[src/rtl/pinport_pkg.sv]
`timescale 1ns/1ps
package pinport_pkg;
  localparam int PIN_N = 4;
  localparam int ADDR_W = 2;
  localparam int CTRL_W = 3;
  localparam int PAIR_N = PIN_N / 2;
  localparam logic [PIN_N-1:0] OPEN_DRAIN_MASK = 4'b0110;

  typedef enum logic [ADDR_W-1:0] {
    ADDR_DATA = 2'd0,
    ADDR_DIR  = 2'd1,
    ADDR_SEL  = 2'd2,
    ADDR_CTRL = 2'd3
  } regAddr_e;

  typedef struct packed {
    logic             latchWe;
    logic             snapTake;
    logic [PIN_N-1:0] wdata;
  } dpStrobe_t;
endpackage

[src/rtl/pinport_datapath.sv]
`timescale 1ns/1ps
module pinport_datapath
  import pinport_pkg::*;
#(
  parameter int SYNC_STAGES = 2
) (
  input  logic             clk,
  input  logic             rstN,
  input  dpStrobe_t        strobe,
  input  logic [PIN_N-1:0] dirIn,
  input  logic [PAIR_N-1:0] clkSel,
  input  logic             puDisable,
  input  logic             timerClk,
  input  logic [PIN_N-1:0] padIn,
  output logic [PIN_N-1:0] padOut,
  output logic [PIN_N-1:0] padOe,
  output logic [PIN_N-1:0] padPu,
  output logic [PIN_N-1:0] syncIn,
  output logic             changeDet
);

  logic [PIN_N-1:0] syncChain [SYNC_STAGES];
  logic [PIN_N-1:0] latchQ;
  logic [PIN_N-1:0] snapQ;
  logic [PIN_N-1:0] pinVal;

  // input synchroniser
  always_ff @(posedge clk or negedge rstN) begin
    if (!rstN) syncChain[0] <= '0;
    else       syncChain[0] <= padIn;
  end

  for (genvar k = 1; k < SYNC_STAGES; k++) begin : g_sync
    always_ff @(posedge clk or negedge rstN) begin
      if (!rstN) syncChain[k] <= '0;
      else       syncChain[k] <= syncChain[k-1];
    end
  end

  assign syncIn = syncChain[SYNC_STAGES-1];

  // data latch and sleep snapshot
  always_ff @(posedge clk or negedge rstN) begin
    if (!rstN) begin
      latchQ <= '0;
      snapQ  <= '0;
    end else begin
      if (strobe.latchWe)  latchQ <= strobe.wdata;
      if (strobe.snapTake) snapQ  <= syncIn;
    end
  end

  assign changeDet = |(syncIn ^ snapQ);

  // pair p: true clock on pin p, inverted clock on the mirror pin
  for (genvar p = 0; p < PAIR_N; p++) begin : g_pair
    localparam int MIRROR = PIN_N - 1 - p;
    always_comb begin
      pinVal[p]      = clkSel[p] ? timerClk  : latchQ[p];
      pinVal[MIRROR] = clkSel[p] ? ~timerClk : latchQ[MIRROR];
    end
  end

  // pad drivers
  for (genvar i = 0; i < PIN_N; i++) begin : g_pin
    if (OPEN_DRAIN_MASK[i]) begin : g_od
      assign padOut[i] = 1'b0;
      assign padOe[i]  = ~dirIn[i] & ~pinVal[i];
      assign padPu[i]  = 1'b0;
    end else begin : g_pp
      assign padOut[i] = pinVal[i];
      assign padOe[i]  = ~dirIn[i];
      assign padPu[i]  = ~puDisable & dirIn[i];
    end

    // input pins never drive the pad
    assert_input_released_R1: assert property (
      @(posedge clk) disable iff (!rstN) dirIn[i] |-> !padOe[i]);
  end

endmodule

[src/rtl/pinport_ctrl.sv]
`timescale 1ns/1ps
module pinport_ctrl
  import pinport_pkg::*;
(
  input  logic              clk,
  input  logic              rstN,
  input  logic              regWe,
  input  logic [ADDR_W-1:0] regAddr,
  input  logic [PIN_N-1:0]  regWdata,
  output logic [PIN_N-1:0]  regRdata,
  input  logic              sleepReq,
  input  logic              wdtReset,
  input  logic [PIN_N-1:0]  syncIn,
  input  logic              changeDet,
  output dpStrobe_t         strobe,
  output logic [PIN_N-1:0]  dirQ,
  output logic [PAIR_N-1:0] clkSel,
  output logic              puDisable,
  output logic              counterSrcRc,
  output logic              wakeReq,
  output logic              inSleep
);

  logic [PIN_N-1:0]  selQ;
  logic [CTRL_W-1:0] ctrlQ;
  logic              asleepQ;
  logic              flagQ;
  logic              wakeReqQ;
  logic              wakeEvt;
  logic              enterSleep;
  regAddr_e          addrE;

  assign addrE      = regAddr_e'(regAddr);
  assign wakeEvt    = asleepQ & ~ctrlQ[1] & changeDet & ~wdtReset;
  assign enterSleep = sleepReq & ~asleepQ & ~wdtReset;

  always_comb begin
    strobe          = '0;
    strobe.latchWe  = regWe && (addrE == ADDR_DATA);
    strobe.snapTake = enterSleep;
    strobe.wdata    = regWdata;
  end

  always_ff @(posedge clk or negedge rstN) begin
    if (!rstN) begin
      dirQ     <= '1;
      selQ     <= '0;
      ctrlQ    <= '0;
      asleepQ  <= 1'b0;
      flagQ    <= 1'b0;
      wakeReqQ <= 1'b0;
    end else begin
      if (regWe) begin
        case (addrE)
          ADDR_DIR:  dirQ  <= regWdata;
          ADDR_SEL:  selQ  <= regWdata;
          ADDR_CTRL: ctrlQ <= regWdata[CTRL_W-1:0];
          default: ;
        endcase
      end
      wakeReqQ <= wakeEvt;
      if (wdtReset) begin
        asleepQ <= 1'b0;
        flagQ   <= 1'b0;
      end else if (wakeEvt) begin
        asleepQ <= 1'b0;
        flagQ   <= 1'b1;
      end else if (enterSleep) begin
        asleepQ <= 1'b1;
      end
    end
  end

  always_comb begin
    case (addrE)
      ADDR_DATA: regRdata = syncIn;
      ADDR_DIR:  regRdata = '0;
      ADDR_SEL:  regRdata = selQ;
      default:   regRdata = {flagQ, ctrlQ};
    endcase
  end

  assign clkSel       = selQ[PAIR_N-1:0];
  assign counterSrcRc = selQ[2];
  assign puDisable    = ctrlQ[0];
  assign wakeReq      = wakeReqQ;
  assign inSleep      = asleepQ;

  assert_wake_single_R7: assert property (
    @(posedge clk) disable iff (!rstN) wakeReqQ |=> !wakeReqQ);
  assert_wake_needs_sleep_R7: assert property (
    @(posedge clk) disable iff (!rstN) !asleepQ |=> !wakeReqQ);
  assert_flag_with_wake_R7: assert property (
    @(posedge clk) disable iff (!rstN) $rose(flagQ) |-> wakeReqQ);
  assert_wdt_clears_R8: assert property (
    @(posedge clk) disable iff (!rstN) wdtReset |=> (!flagQ && !asleepQ));

endmodule

[src/rtl/pinport_top.sv]
`timescale 1ns/1ps
module pinport_top
  import pinport_pkg::*;
#(
  parameter int SYNC_STAGES = 2
) (
  input  logic              clk,
  input  logic              rstN,
  input  logic              regWe,
  input  logic [ADDR_W-1:0] regAddr,
  input  logic [PIN_N-1:0]  regWdata,
  output logic [PIN_N-1:0]  regRdata,
  input  logic [PIN_N-1:0]  padIn,
  output logic [PIN_N-1:0]  padOut,
  output logic [PIN_N-1:0]  padOe,
  output logic [PIN_N-1:0]  padPu,
  input  logic              timerClk,
  input  logic              sleepReq,
  input  logic              wdtReset,
  output logic              wakeReq,
  output logic              inSleep,
  output logic              counterSrcRc
);

  dpStrobe_t         strobe;
  logic [PIN_N-1:0]  dirQ;
  logic [PAIR_N-1:0] clkSel;
  logic              puDisable;
  logic [PIN_N-1:0]  syncIn;
  logic              changeDet;

  pinport_ctrl u_ctrl (
    .clk          (clk),
    .rstN         (rstN),
    .regWe        (regWe),
    .regAddr      (regAddr),
    .regWdata     (regWdata),
    .regRdata     (regRdata),
    .sleepReq     (sleepReq),
    .wdtReset     (wdtReset),
    .syncIn       (syncIn),
    .changeDet    (changeDet),
    .strobe       (strobe),
    .dirQ         (dirQ),
    .clkSel       (clkSel),
    .puDisable    (puDisable),
    .counterSrcRc (counterSrcRc),
    .wakeReq      (wakeReq),
    .inSleep      (inSleep)
  );

  pinport_datapath #(.SYNC_STAGES(SYNC_STAGES)) u_dp (
    .clk       (clk),
    .rstN      (rstN),
    .strobe    (strobe),
    .dirIn     (dirQ),
    .clkSel    (clkSel),
    .puDisable (puDisable),
    .timerClk  (timerClk),
    .padIn     (padIn),
    .padOut    (padOut),
    .padOe     (padOe),
    .padPu     (padPu),
    .syncIn    (syncIn),
    .changeDet (changeDet)
  );

endmodule

[config.mk]
export PLATFORM = sky130hd
export DESIGN_NAME = pinport_top
export DESIGN_NICKNAME = d
export VERILOG_FILES = /design/src/rtl/pinport_pkg.sv /design/src/rtl/pinport_datapath.sv /design/src/rtl/pinport_ctrl.sv /design/src/rtl/pinport_top.sv
export SDC_FILE = /design/constraint.sdc
export NUM_CORES = 1
export LEC_CHECK = 0
export BUFFER_PORTS_ARGS = -buffer_cell sky130_fd_sc_hd__buf_2
export CAP_MARGIN = 20
export CORE_MARGIN = 2
export CORE_UTILIZATION = 39
export DETAILED_ROUTE_END_ITERATION = 12
export PLACE_DENSITY_LB_ADDON = 0.3
export SETUP_SLACK_MARGIN = 0.4
export SLEW_MARGIN = 20
export SYNTH_ARGS = -nofsm -noshare
export SYNTH_HDL_FRONTEND = slang
export SYNTH_HIERARCHICAL = 1
export SYNTH_SLANG_ARGS = --single-unit
[constraint.sdc]
create_clock -name clk -period 1.1 [get_ports clk]
set_clock_uncertainty 0.05 [all_clocks]
set_input_delay 0.22 -clock clk [delete_from_list [all_inputs] [get_ports clk]]
set_output_delay 0.22 -clock clk [all_outputs]
set_load 0.1 [all_outputs]
### After elaboration in Yosys (flattened, before gate mapping)

Index checks and enable logic that the tools add are counted.

| word-level totals | value |
|---|---|
| register bits | 30 |
| bits of input ports | 16 |
| output and inout bits | 19 |

| cells by class | value |
|---|---|
| equal/unequal tests | 3 |
| multiplexer cells | 10 |
| bitwise operators | 21 |
| reduce and logical (&&, ||, !) cells | 8 |

Operators by type and width:

| operator | number |
|---|---|
| 4-bit case mux with 3 select lines | 1 |
| 1-bit NOT | 11 |
| 1-bit AND | 9 |
| 1-bit 2-to-1 mux | 9 |
| 2-bit AND reduction | 3 |
| 2-bit == test, second input constant | 2 |
| 4-bit OR reduction | 1 |
| 4-bit XOR | 1 |
| 3-bit nonzero test | 1 |
| 2-bit by 1-bit == test with 1-bit output, second input constant | 1 |
| 2-bit zero test | 1 |
| 2-bit nonzero test | 1 |
| 1-bit logical AND | 1 |

### Logic depth before layout (Yosys ltp)

Gate-level depths: netlist of run 1.

| logic depth | value |
|---|---|
| word-level depth | 6 |
| gate-level depth with buffers | 4 |

### Cells and area by module

Netlist of run 1, hierarchy kept.

Modules (own cells, without submodules):

| module | instances | cells an instance | area an instance (µm²) | seq. area each (µm²) |
|---|---|---|---|---|
| pinport_ctrl | 1 | 54 | 759.5 | 355.3 |
| pinport_datapath | 1 | 51 | 665.6 | 400.4 |

### Worst setup path before layout of run 1

OpenSTA, ideal clock, no wires.

| timing path | value |
|---|---|
| path type | register to output |
| from | register u_ctrl.selQ[1] |
| to | output port padOe[1] |
| arrival time | 2778 ps |
| required time | 830 ps |
| setup slack | -1948 ps |
| cell stages (with the launch flop) | 3 |
| path buffers | 1 |
| cell sequence | dfrtp_1 buf_4 a211oi_1 |

| on the way | value |
|---|---|
| longest elaborated chain between the ends | 3 |

Ends and longest elaborated chain:

| what | RTL line | RTL |
|---|---|---|
| from (decl) | pinport_ctrl.sv:24 | `logic [PIN_N-1:0] selQ;` |
| from (signal assigned) | pinport_ctrl.sv:56 | `ADDR_SEL: selQ <= regWdata;` |
| 1-bit 2-to-1 mux | pinport_datapath.sv:59 | `pinVal[p] = clkSel[p] ? timerClk : latchQ[p];` |
| 1-bit NOT | pinport_datapath.sv:68 | `assign padOe[i] = ~dirIn[i] & ~pinVal[i];` |
| 1-bit AND | pinport_datapath.sv:68 |  |
| to (decl) | pinport_top.sv:15 | `output logic [PIN_N-1:0] padOe,` |

No other way between the ends.

### Worst setup path in the final report of run 1

| timing path | value |
|---|---|
| from | register u_ctrl.selQ[2] |
| to | output port regRdata[2] |

| on the way | value |
|---|---|
| longest elaborated chain between the ends | 1 |

Ends and longest elaborated chain:

| what | RTL line | RTL |
|---|---|---|
| 4-bit case mux with 3 select lines | pinport_ctrl.sv:75 | `case (addrE)` |
| to (decl) | pinport_top.sv:12 | `output logic [PIN_N-1:0] regRdata,` |

No other way between the ends.

==> results of run 1 <==
==> worst max-delay path: cells and delay by family, from the launching register on <==
| kind | cells | cell delay (ps) |
|---|---|---|
| buffers and inverters | 1 | 160 |
| DFF | 1 | 480 |
| AOI/OAI and AO/OA | 1 | 230 |
| muxes | 1 | 280 |
==> flip-flops by register name, summed over array words and instances, names as in the netlist <==
signal and flops:
u_ctrl/dirQ 4, u_ctrl/selQ 4, u_dp/latchQ 4, u_dp/snapQ 4, u_dp/syncChain 4, u_dp/syncIn 4
u_ctrl/ctrlQ 3, u_ctrl/flagQ 1, u_ctrl/inSleep 1, u_ctrl/wakeReq 1
==> Yosys cell counts <==
cell      number  share of area
dfrtp_1       26           0.46
mux2_1         7          0.055
nor3b_1        2          0.011
nor2_1         4          0.011
a21oi_2        1         0.0061
a211oi_1       1         0.0053
o21ai_0        1         0.0035
a21oi_1        1         0.0035
conb_1         1         0.0026
nand3b_1       1         0.0053
nand2_1        2         0.0053
mux2i_1        1         0.0070
buf_6          2          0.016
nand4_1        1         0.0044
dfstp_2        4          0.074
a22o_1         4          0.025
inv_1          5          0.013
or2_1          1         0.0044
mux2_2        10          0.079
buf_4         15          0.079
nor2b_1        1         0.0044
xnor2_1        4          0.025
mux2_4         6          0.063
o211a_1        1         0.0070
nand3_2        1         0.0070
nand3b_4       2          0.028
==> cells by family after synthesis <==
group           count (synthesis)  synth area share
xor+xnor                        4            0.0246
compound gates                  9            0.0500
buf+inv                        22             0.108
other cells                     1           0.00263
mux                            24             0.205
flops                          30             0.530
simple gates                   15            0.0799
==> path summary, 6_finish.rpt <==
check	start	endpoint	slack (ps)	cells after the start
max in group asynchronous	rstN	u_ctrl/dirQ[1]	440	3
setup reg to reg	u_ctrl/inSleep	u_dp/snapQ[3]	-270	4
hold reg to reg	u_dp/syncChain[5]	u_dp/syncIn[1]	300	0
hold / removal	sleepReq	u_ctrl/inSleep	90	2
min in group asynchronous	rstN	u_ctrl/selQ[0]	310	3
setup / recovery	u_ctrl/selQ[2]	regRdata[2]	-650	3
==> timing repair <==
action	4_1_cts	5_1_grt
setup buffers	7	3
endpoints found under the setup margin	37	37
endpoints found under the hold margin	34	0
gates resized for setup	44	6
pin swaps	8	2
hold buffers	5	0
==> power by group <==
group / internal (mW) / leakage (nW) / switching (mW)
Combinational: 1.01 / 0.764 / 1.16
Sequential: 1.29 / 0.348 / 0.134
Clock: 0.229 / 0.0308 / 0.376
Total: 2.53 / 1.14 / 1.67
==> final cells by class <==
class | instances | area share
Tap cell | 46 | 0.0243
Sequential cell | 30 | 0.324
Clock buffer | 5 | 0.0158
Inverter | 5 | 0.00897
Timing Repair Buffer | 64 | 0.314
Multi-Input combinational cell | 56 | 0.309
Clock inverter | 2 | 0.00422
==> per-layer routing <==
metal	vias up	routed length, um
li1	461	-
met1	472	1160
met2	30	1670
met3	6	164
met4	0	49
met5	-	0
==> qor.csv, run 1 <==
stage;metric;value;unit
global_routing;grt_max_degree;31;
clock_network;cts_tree;done;
global_routing;grt_pass1_wl;5360;um
routing;postRouteAntennaNets;0;
clock_network;numCtsBuffers;5;
logic_synthesis;synth-warning-count;6;
placement;dp_hpwl;2130;um
global_routing;grt_pass1_vias;1088;
global_routing;grt_usage;0.175;
cells_and_area;utilization;0.695;
clock_network;cts_sinks;30;
clock_network;cts_root_buf;clkbuf_4;
global_routing;grt_overflow;0;
cells_and_area;final_cells;208;
cells_and_area;fillerInstances;238;
sta;layout_setup_ws;-649;ps
routing;routedWlPerCell;14.6;um
placement;io_buffers;30;
logic_synthesis;synth-seq-area-share;0.530;
cells_and_area;multi_input_area;733;sq um
run_status;outcome;complete, but fails checks;
placement;place_congestion;0.719;
clock_network;htreeDepth;2;
flow_run;drv_cap;0;
die;die-area;4150;sq um
placement;placed_area;2010;sq um
sta;whs;88.1;ps
logic_synthesis;avgSynthCellArea;13.6;sq um
logic_synthesis;synthCells;105;
critical_path;crit_fanout;2;
critical_path;setup.worst_path.start_class;flip-flop;
die;die_x;64.5;um
routing;wl;3040;um
logic_synthesis;syn_area;1430;sq um
cells_and_area;final_cell_mix;mux2_4, dfrtp_1, buf_6, buf_12, buf_2;
sta;setup_violations;24;
sta;finalSetupTns;-8030;ps
critical_path;criticalPathCategory;flip-flop to primary output;
sta;period_needed;1750;ps
sta;slew_viol_final;0;
placement;dp_cells;186;
global_routing;antenna_found_initial;0;
logic_synthesis;synth_cell_types;26;
routing;dr.pass1.iters;4;
logic_synthesis;synth-seq-cells;30;
critical_path;worstPathArrival;1480;ps
power_and_ir_drop;p_per_area;1770;nW/um^2
global_routing;groute.layer.met3.usage;0.0608;
hold_path;min-delay-path-class;input port to flip-flop;
die;coreArea;3420;sq um
critical_path;path_cells;mux2_2 -> a22o_4 -> buf_12;
global_routing;grt.met2_usage;0.307;
clock_network;clockBufferDepth;2;
critical_path;slowest_stage;dfrtp_4;
cells_and_area;design_area;2370;sq um
power_and_ir_drop;ir_drop;1.13;mV
routing;vias;969;
sta;finalCritPeriodShare;1.59;
die;start_util;0.417;
clock_network;clkTransAtPathRegs;80;ps
critical_path;cp-end-kind;primary output;
global_routing;busiest_layer;met2;
cells_and_area;num_antenna_cells;0;
cells_and_area;ff_latch_area;768;sq um
power_and_ir_drop;cellLeakagePower;1.14;nW
sta;fmax;572;MHz
power_and_ir_drop;power.total;4.20;mW
global_routing;met1_usage;0.197;
cells_and_area;nNetsFinal;178;
sta;rsz0062_at_grt;true;
sta;hold_viol;0;
cells_and_area;drive_gt1_frac;0.747;
run_status;violations;setup timing;
critical_path;critPathMaxStageDelay;480;ps
placement;dpl_worst_slack;-452;ps
clock_network;clk_latency;340;ps
die;pin_count;35;
routing;drt-initial-drc-count;20;
critical_path;worstPathRequired;830;ps
routing;drc_errors;0;
die;fp.dieH;64.5;um
cells_and_area;area_growth;66.5;%
routing;via_per_inst;4.66;
die;std_cell_rows;21;
Power figures use the tool's default switching activity.
==> run 2: changes to the inputs <==
--- a/config.mk
+++ b/config.mk
@@ -11,6 +11,7 @@
 export CORE_UTILIZATION = 39
 export DETAILED_ROUTE_END_ITERATION = 12
 export PLACE_DENSITY_LB_ADDON = 0.3
+export RECOVER_POWER = 25
 export SETUP_SLACK_MARGIN = 0.4
 export SLEW_MARGIN = 20
 export SYNTH_ARGS = -nofsm -noshare
==> qor.csv, run 2 (synthesis results as in run 1) <==
stage;metric;value;unit
cells_and_area;num_antenna_cells;0;
critical_path;path_cells;mux2_2 -> a22o_4 -> buf_12;
clock_network;clk_latency;340;ps
sta;setup_violations;24;
sta;hold_viol;0;
global_routing;grt.met2_usage;0.307;
power_and_ir_drop;p_per_area;1780;nW/um^2
sta;period_needed;1750;ps
critical_path;cp_top_family;flip-flops;
clock_network;cts_tree;done;
global_routing;groute.layer.met3.usage;0.0608;
sta;whs;88.2;ps
die;std_cell_rows;21;
die;pin_count;35;
critical_path;worstPathArrival;1480;ps
die;die_x;64.5;um
placement;dp_cells;186;
routing;wl;3030;um
routing;dr.pass1.iters;4;
power_and_ir_drop;cellLeakagePower;1.14;nW
routing;drc_errors;0;
cells_and_area;nNetsFinal;178;
die;fp.dieH;64.5;um
routing;drt-initial-drc-count;21;
sta;layout_setup_ws;-649;ps
critical_path;cp-end-kind;primary output;
routing;vias;970;
die;coreArea;3420;sq um
placement;place_congestion;0.719;
clock_network;cts_sinks;30;
critical_path;crit_buf_inv;1;
global_routing;grt_usage;0.175;
global_routing;antenna_found_initial;0;
global_routing;grt_pass1_vias;1088;
critical_path;criticalPathCategory;flip-flop to primary output;
clock_network;cts_root_buf;clkbuf_4;
global_routing;met1_usage;0.197;
cells_and_area;drive_gt1_frac;0.747;
cells_and_area;area_growth;65.6;%
cells_and_area;final_cell_mix;mux2_4, dfrtp_1, buf_6;
global_routing;grt_max_degree;31;
placement;dp_hpwl;2130;um
flow_run;drv_cap;0;
routing;via_per_inst;4.66;
clock_network;clockBufferDepth;2;
clock_network;clkTransAtPathRegs;80;ps
critical_path;worstPathRequired;830;ps
critical_path;critPathMaxStageDelay;480;ps
sta;slew_viol_final;0;
routing;postRouteAntennaNets;0;
die;die-area;4150;sq um
sta;finalSetupTns;-8020;ps
sta;rsz0062_at_grt;true;
routing;routedWlPerCell;14.6;um
hold_path;min-delay-path-class;input port to flip-flop;
critical_path;crit_fanout;2;
critical_path;setup.worst_path.start_class;flip-flop;
global_routing;grt_overflow;0;
placement;io_buffers;30;
clock_network;htreeDepth;2;
power_and_ir_drop;ir_drop;1.13;mV
sta;finalCritPeriodShare;1.59;
run_status;outcome;complete, but fails checks;
sta;fmax;572;MHz
cells_and_area;final_cells;208;
critical_path;slowest_stage;dfrtp_4;
die;start_util;0.417;
clock_network;numCtsBuffers;5;
run_status;violations;setup timing;
global_routing;grt_pass1_wl;5360;um
global_routing;busiest_layer;met2;
==> run 2: changes by cell type in the layout (fill, tap and decap cells not counted), sizes merged <==
cell,delta
buf,-1
clkbuf,+1
==> run 2: timing repair <==
action                     CTS  global route
resized for setup           44             6
setup buffers                7             3
hold endpoints to repair    34             0
hold buffers                 5             0
pin swaps                    8             2
setup endpoints to repair   37            37
==> run 2: where the power goes <==
group,internal [mW],switching [mW]
registers,1.29,0.134
clock network,0.229,0.376
logic,1.00,1.16
total,2.52,1.67
==> run 2: area by class of cell <==
type | count | area, sq um
inverter | 5 | 21.3
sequential | 30 | 768
fill | 240 | 1060
tap | 46 | 57.6
multi-input combinational | 56 | 733
clock buffer | 5 | 37.5
timing repair buffer | 64 | 732
clock inverter | 2 | 10.0
==> run 2: final timing paths <==
| path | start | endpoint | slack (ps) | cells after the start |
|---|---|---|---|---|
| setup / recovery | u_ctrl/selQ[2] | regRdata[2] | -650 | 3 |
| hold / removal | sleepReq | u_ctrl/inSleep | 90 | 2 |
| setup reg to reg | u_ctrl/inSleep | u_dp/snapQ[3] | -270 | 4 |
| hold reg to reg | u_dp/syncChain[5] | u_dp/syncIn[1] | 300 | 0 |
| max in group asynchronous | rstN | u_ctrl/dirQ[1] | 260 | 3 |
| min in group asynchronous | rstN | u_dp/syncIn[1] | 400 | 3 |
==> run 2: per-stage QoR <==
stage          utilization  power (mW)  worst slack [ps]  cell area (sq um)
5_1_grt              0.691        4.38              -692               2360
3_3_place_gp         0.587        3.28              -420               2010
6_report             0.691        4.19              -649               2360
2_1_floorplan            -        2.77              -705               1640
4_1_cts              0.682        4.18              -648               2330
3_5_place_dp         0.587        3.31              -452               2010
==> run 2: metal layers <==
| metal | vias up | part of all wire |
|---|---|---|
| met2 | 30 | 0.54 |
| met5 | - | 0 |
| li1 | 459 | - |
| met3 | 6 | 0.055 |
| met4 | 0 | 0.016 |
| met1 | 475 | 0.38 |
==> run 3: changes to the inputs <==
--- a/config.mk
+++ b/config.mk
@@ -7,8 +7,8 @@
 export LEC_CHECK = 0
 export BUFFER_PORTS_ARGS = -buffer_cell sky130_fd_sc_hd__buf_2
 export CAP_MARGIN = 20
-export CORE_MARGIN = 2
-export CORE_UTILIZATION = 39
+export CORE_UTILIZATION = 47
+export CTS_CLUSTER_DIAMETER = 150
 export DETAILED_ROUTE_END_ITERATION = 12
 export PLACE_DENSITY_LB_ADDON = 0.3
 export RECOVER_POWER = 25
==> qor.csv, run 3 (synthesis results as in run 1) <==
stage;metric;value;unit
critical_path;cp.depth;3;
critical_path;cp-end-kind;primary output;
sta;setup_violations;23;
clock_network;clockBufferDepth;2;
critical_path;crit_fanout;2;
clock_network;cts_sinks;30;
critical_path;path_cells;mux2_2 -> a22o_4 -> buf_12;
cells_and_area;area_growth;64.9;%
cells_and_area;nNetsFinal;175;
sta;whs;97.2;ps
die;coreArea;2810;sq um
critical_path;worstPathArrival;1460;ps
cells_and_area;drive_gt1_frac;0.725;
global_routing;grt_max_degree;31;
power_and_ir_drop;ir_drop;1.31;mV
global_routing;antenna_found_initial;0;
sta;layout_setup_ws;-628;ps
die;std_cell_rows;19;
routing;wl;3150;um
critical_path;criticalPathCategory;flip-flop to primary output;
routing;postRouteAntennaNets;0;
routing;drt-initial-drc-count;37;
die;die_x;57.1;um
placement;dp_hpwl;1940;um
flow_run;drv_cap;0;
sta;period_needed;1730;ps
critical_path;critPathMaxStageDelay;480;ps
routing;via_per_inst;5.06;
global_routing;grt_pass1_vias;1098;
placement;io_buffers;30;
clock_network;clkTransAtPathRegs;90;ps
critical_path;cp_top_family;flip-flops;
global_routing;grt_pass1_wl;5400;um
cells_and_area;num_antenna_cells;0;
global_routing;grt_usage;0.231;
die;die-area;3260;sq um
die;start_util;0.508;
placement;dpl_worst_slack;-431;ps
critical_path;slowest_stage;dfrtp_4;
clock_network;clk_latency;330;ps
critical_path;reg2regPathDepth;5;
cells_and_area;final_cell_mix;mux2_4, dfrtp_1, buf_12, buf_6, buf_2;
run_status;outcome;complete, but fails checks;
sta;rsz0062_at_grt;true;
die;fp.dieH;57.1;um
sta;fmax;579;MHz
hold_path;min_path_cells;2;
power_and_ir_drop;cellLeakagePower;1.13;nW
run_status;violations;DRC, setup timing;
sta;hold_viol;0;
clock_network;cts_tree;done;
clock_network;htreeDepth;2;
critical_path;crit_buf_inv;1;
sta;slew_viol_final;0;
hold_path;min-delay-path-class;input port to flip-flop;
critical_path;setup.worst_path.start_class;flip-flop;
critical_path;worstPathRequired;830;ps
power_and_ir_drop;power.total;4.28;mW
placement;place_congestion;0.759;
sta;finalCritPeriodShare;1.57;
clock_network;cts_root_buf;clkbuf_4;
routing;routedWlPerCell;16.5;um
global_routing;grt_overflow;0;
routing;dr.pass1.iters;7;
power_and_ir_drop;p_per_area;1820;nW/um^2
clock_network;numCtsBuffers;5;
die;pin_count;35;
routing;vias;967;
routing;drc_errors;6;
[run 3: metrics by stage]
step	instances	area [sq um]	utilization	TNS [ps]
detailed placement	169	1970	0.703	-5880
finish	191	2350	0.838	-7890
global route	191	2350	0.838	-9030
global placement	169	1970	0.703	-5280
CTS	191	2330	0.829	-8040
floorplan	108	1640	-	-5460
[run 3: worst reg2reg max path: stages, from the launching register on]
cell and delay, ps:
dfrtp_4 480, buf_4 140, buf_6 100, buf_6 100, buf_6 110, mux2_4 250
[run 3: report_power, final]
group / internal [mW] / switching, mW / total (mW) / leakage [nW]
logic: 1.00 / 1.17 / 2.17 / 0.743
registers: 1.29 / 0.137 / 1.43 / 0.348
clock network: 0.309 / 0.371 / 0.680 / 0.0353
[run 3: per-layer routing]
metal,GRT usage,part of all wire,vias up
li1,-,-,446
met1,0.286,0.42,483
met2,0.383,0.52,30
met3,0.0522,0.040,8
met4,0.115,0.021,0
met5,0,0,-
[run 3: path summary, 6_finish.rpt]
path	end	start	slack, ps
max in group asynchronous	u_ctrl/dirQ[3]	rstN	260
min in group asynchronous	u_dp/syncIn[2]	rstN	400
hold / removal	u_ctrl/inSleep	sleepReq	100
setup reg to reg	u_ctrl/selQ[2]	u_ctrl/selQ[2]	-230
setup / recovery	regRdata[2]	u_ctrl/selQ[2]	-630
hold reg to reg	u_dp/syncIn[1]	u_dp/syncChain[5]	300
[run 3: area by class of cell]
type	instances	area, sq um
clock buffer	7	55.1
sequential	30	768
fill	140	455
clock inverter	1	5.00
inverter	5	23.8
timing repair buffer	61	729
tap	31	38.8
multi-input combinational	56	729
[run 3: repair_timing]
item	4_1_cts	5_1_grt
buffers inserted	9	0
endpoints found under the setup margin	37	37
hold buffers	5	0
pin swaps	8	1
hold endpoints to repair	34	0
gates resized for setup	47	8
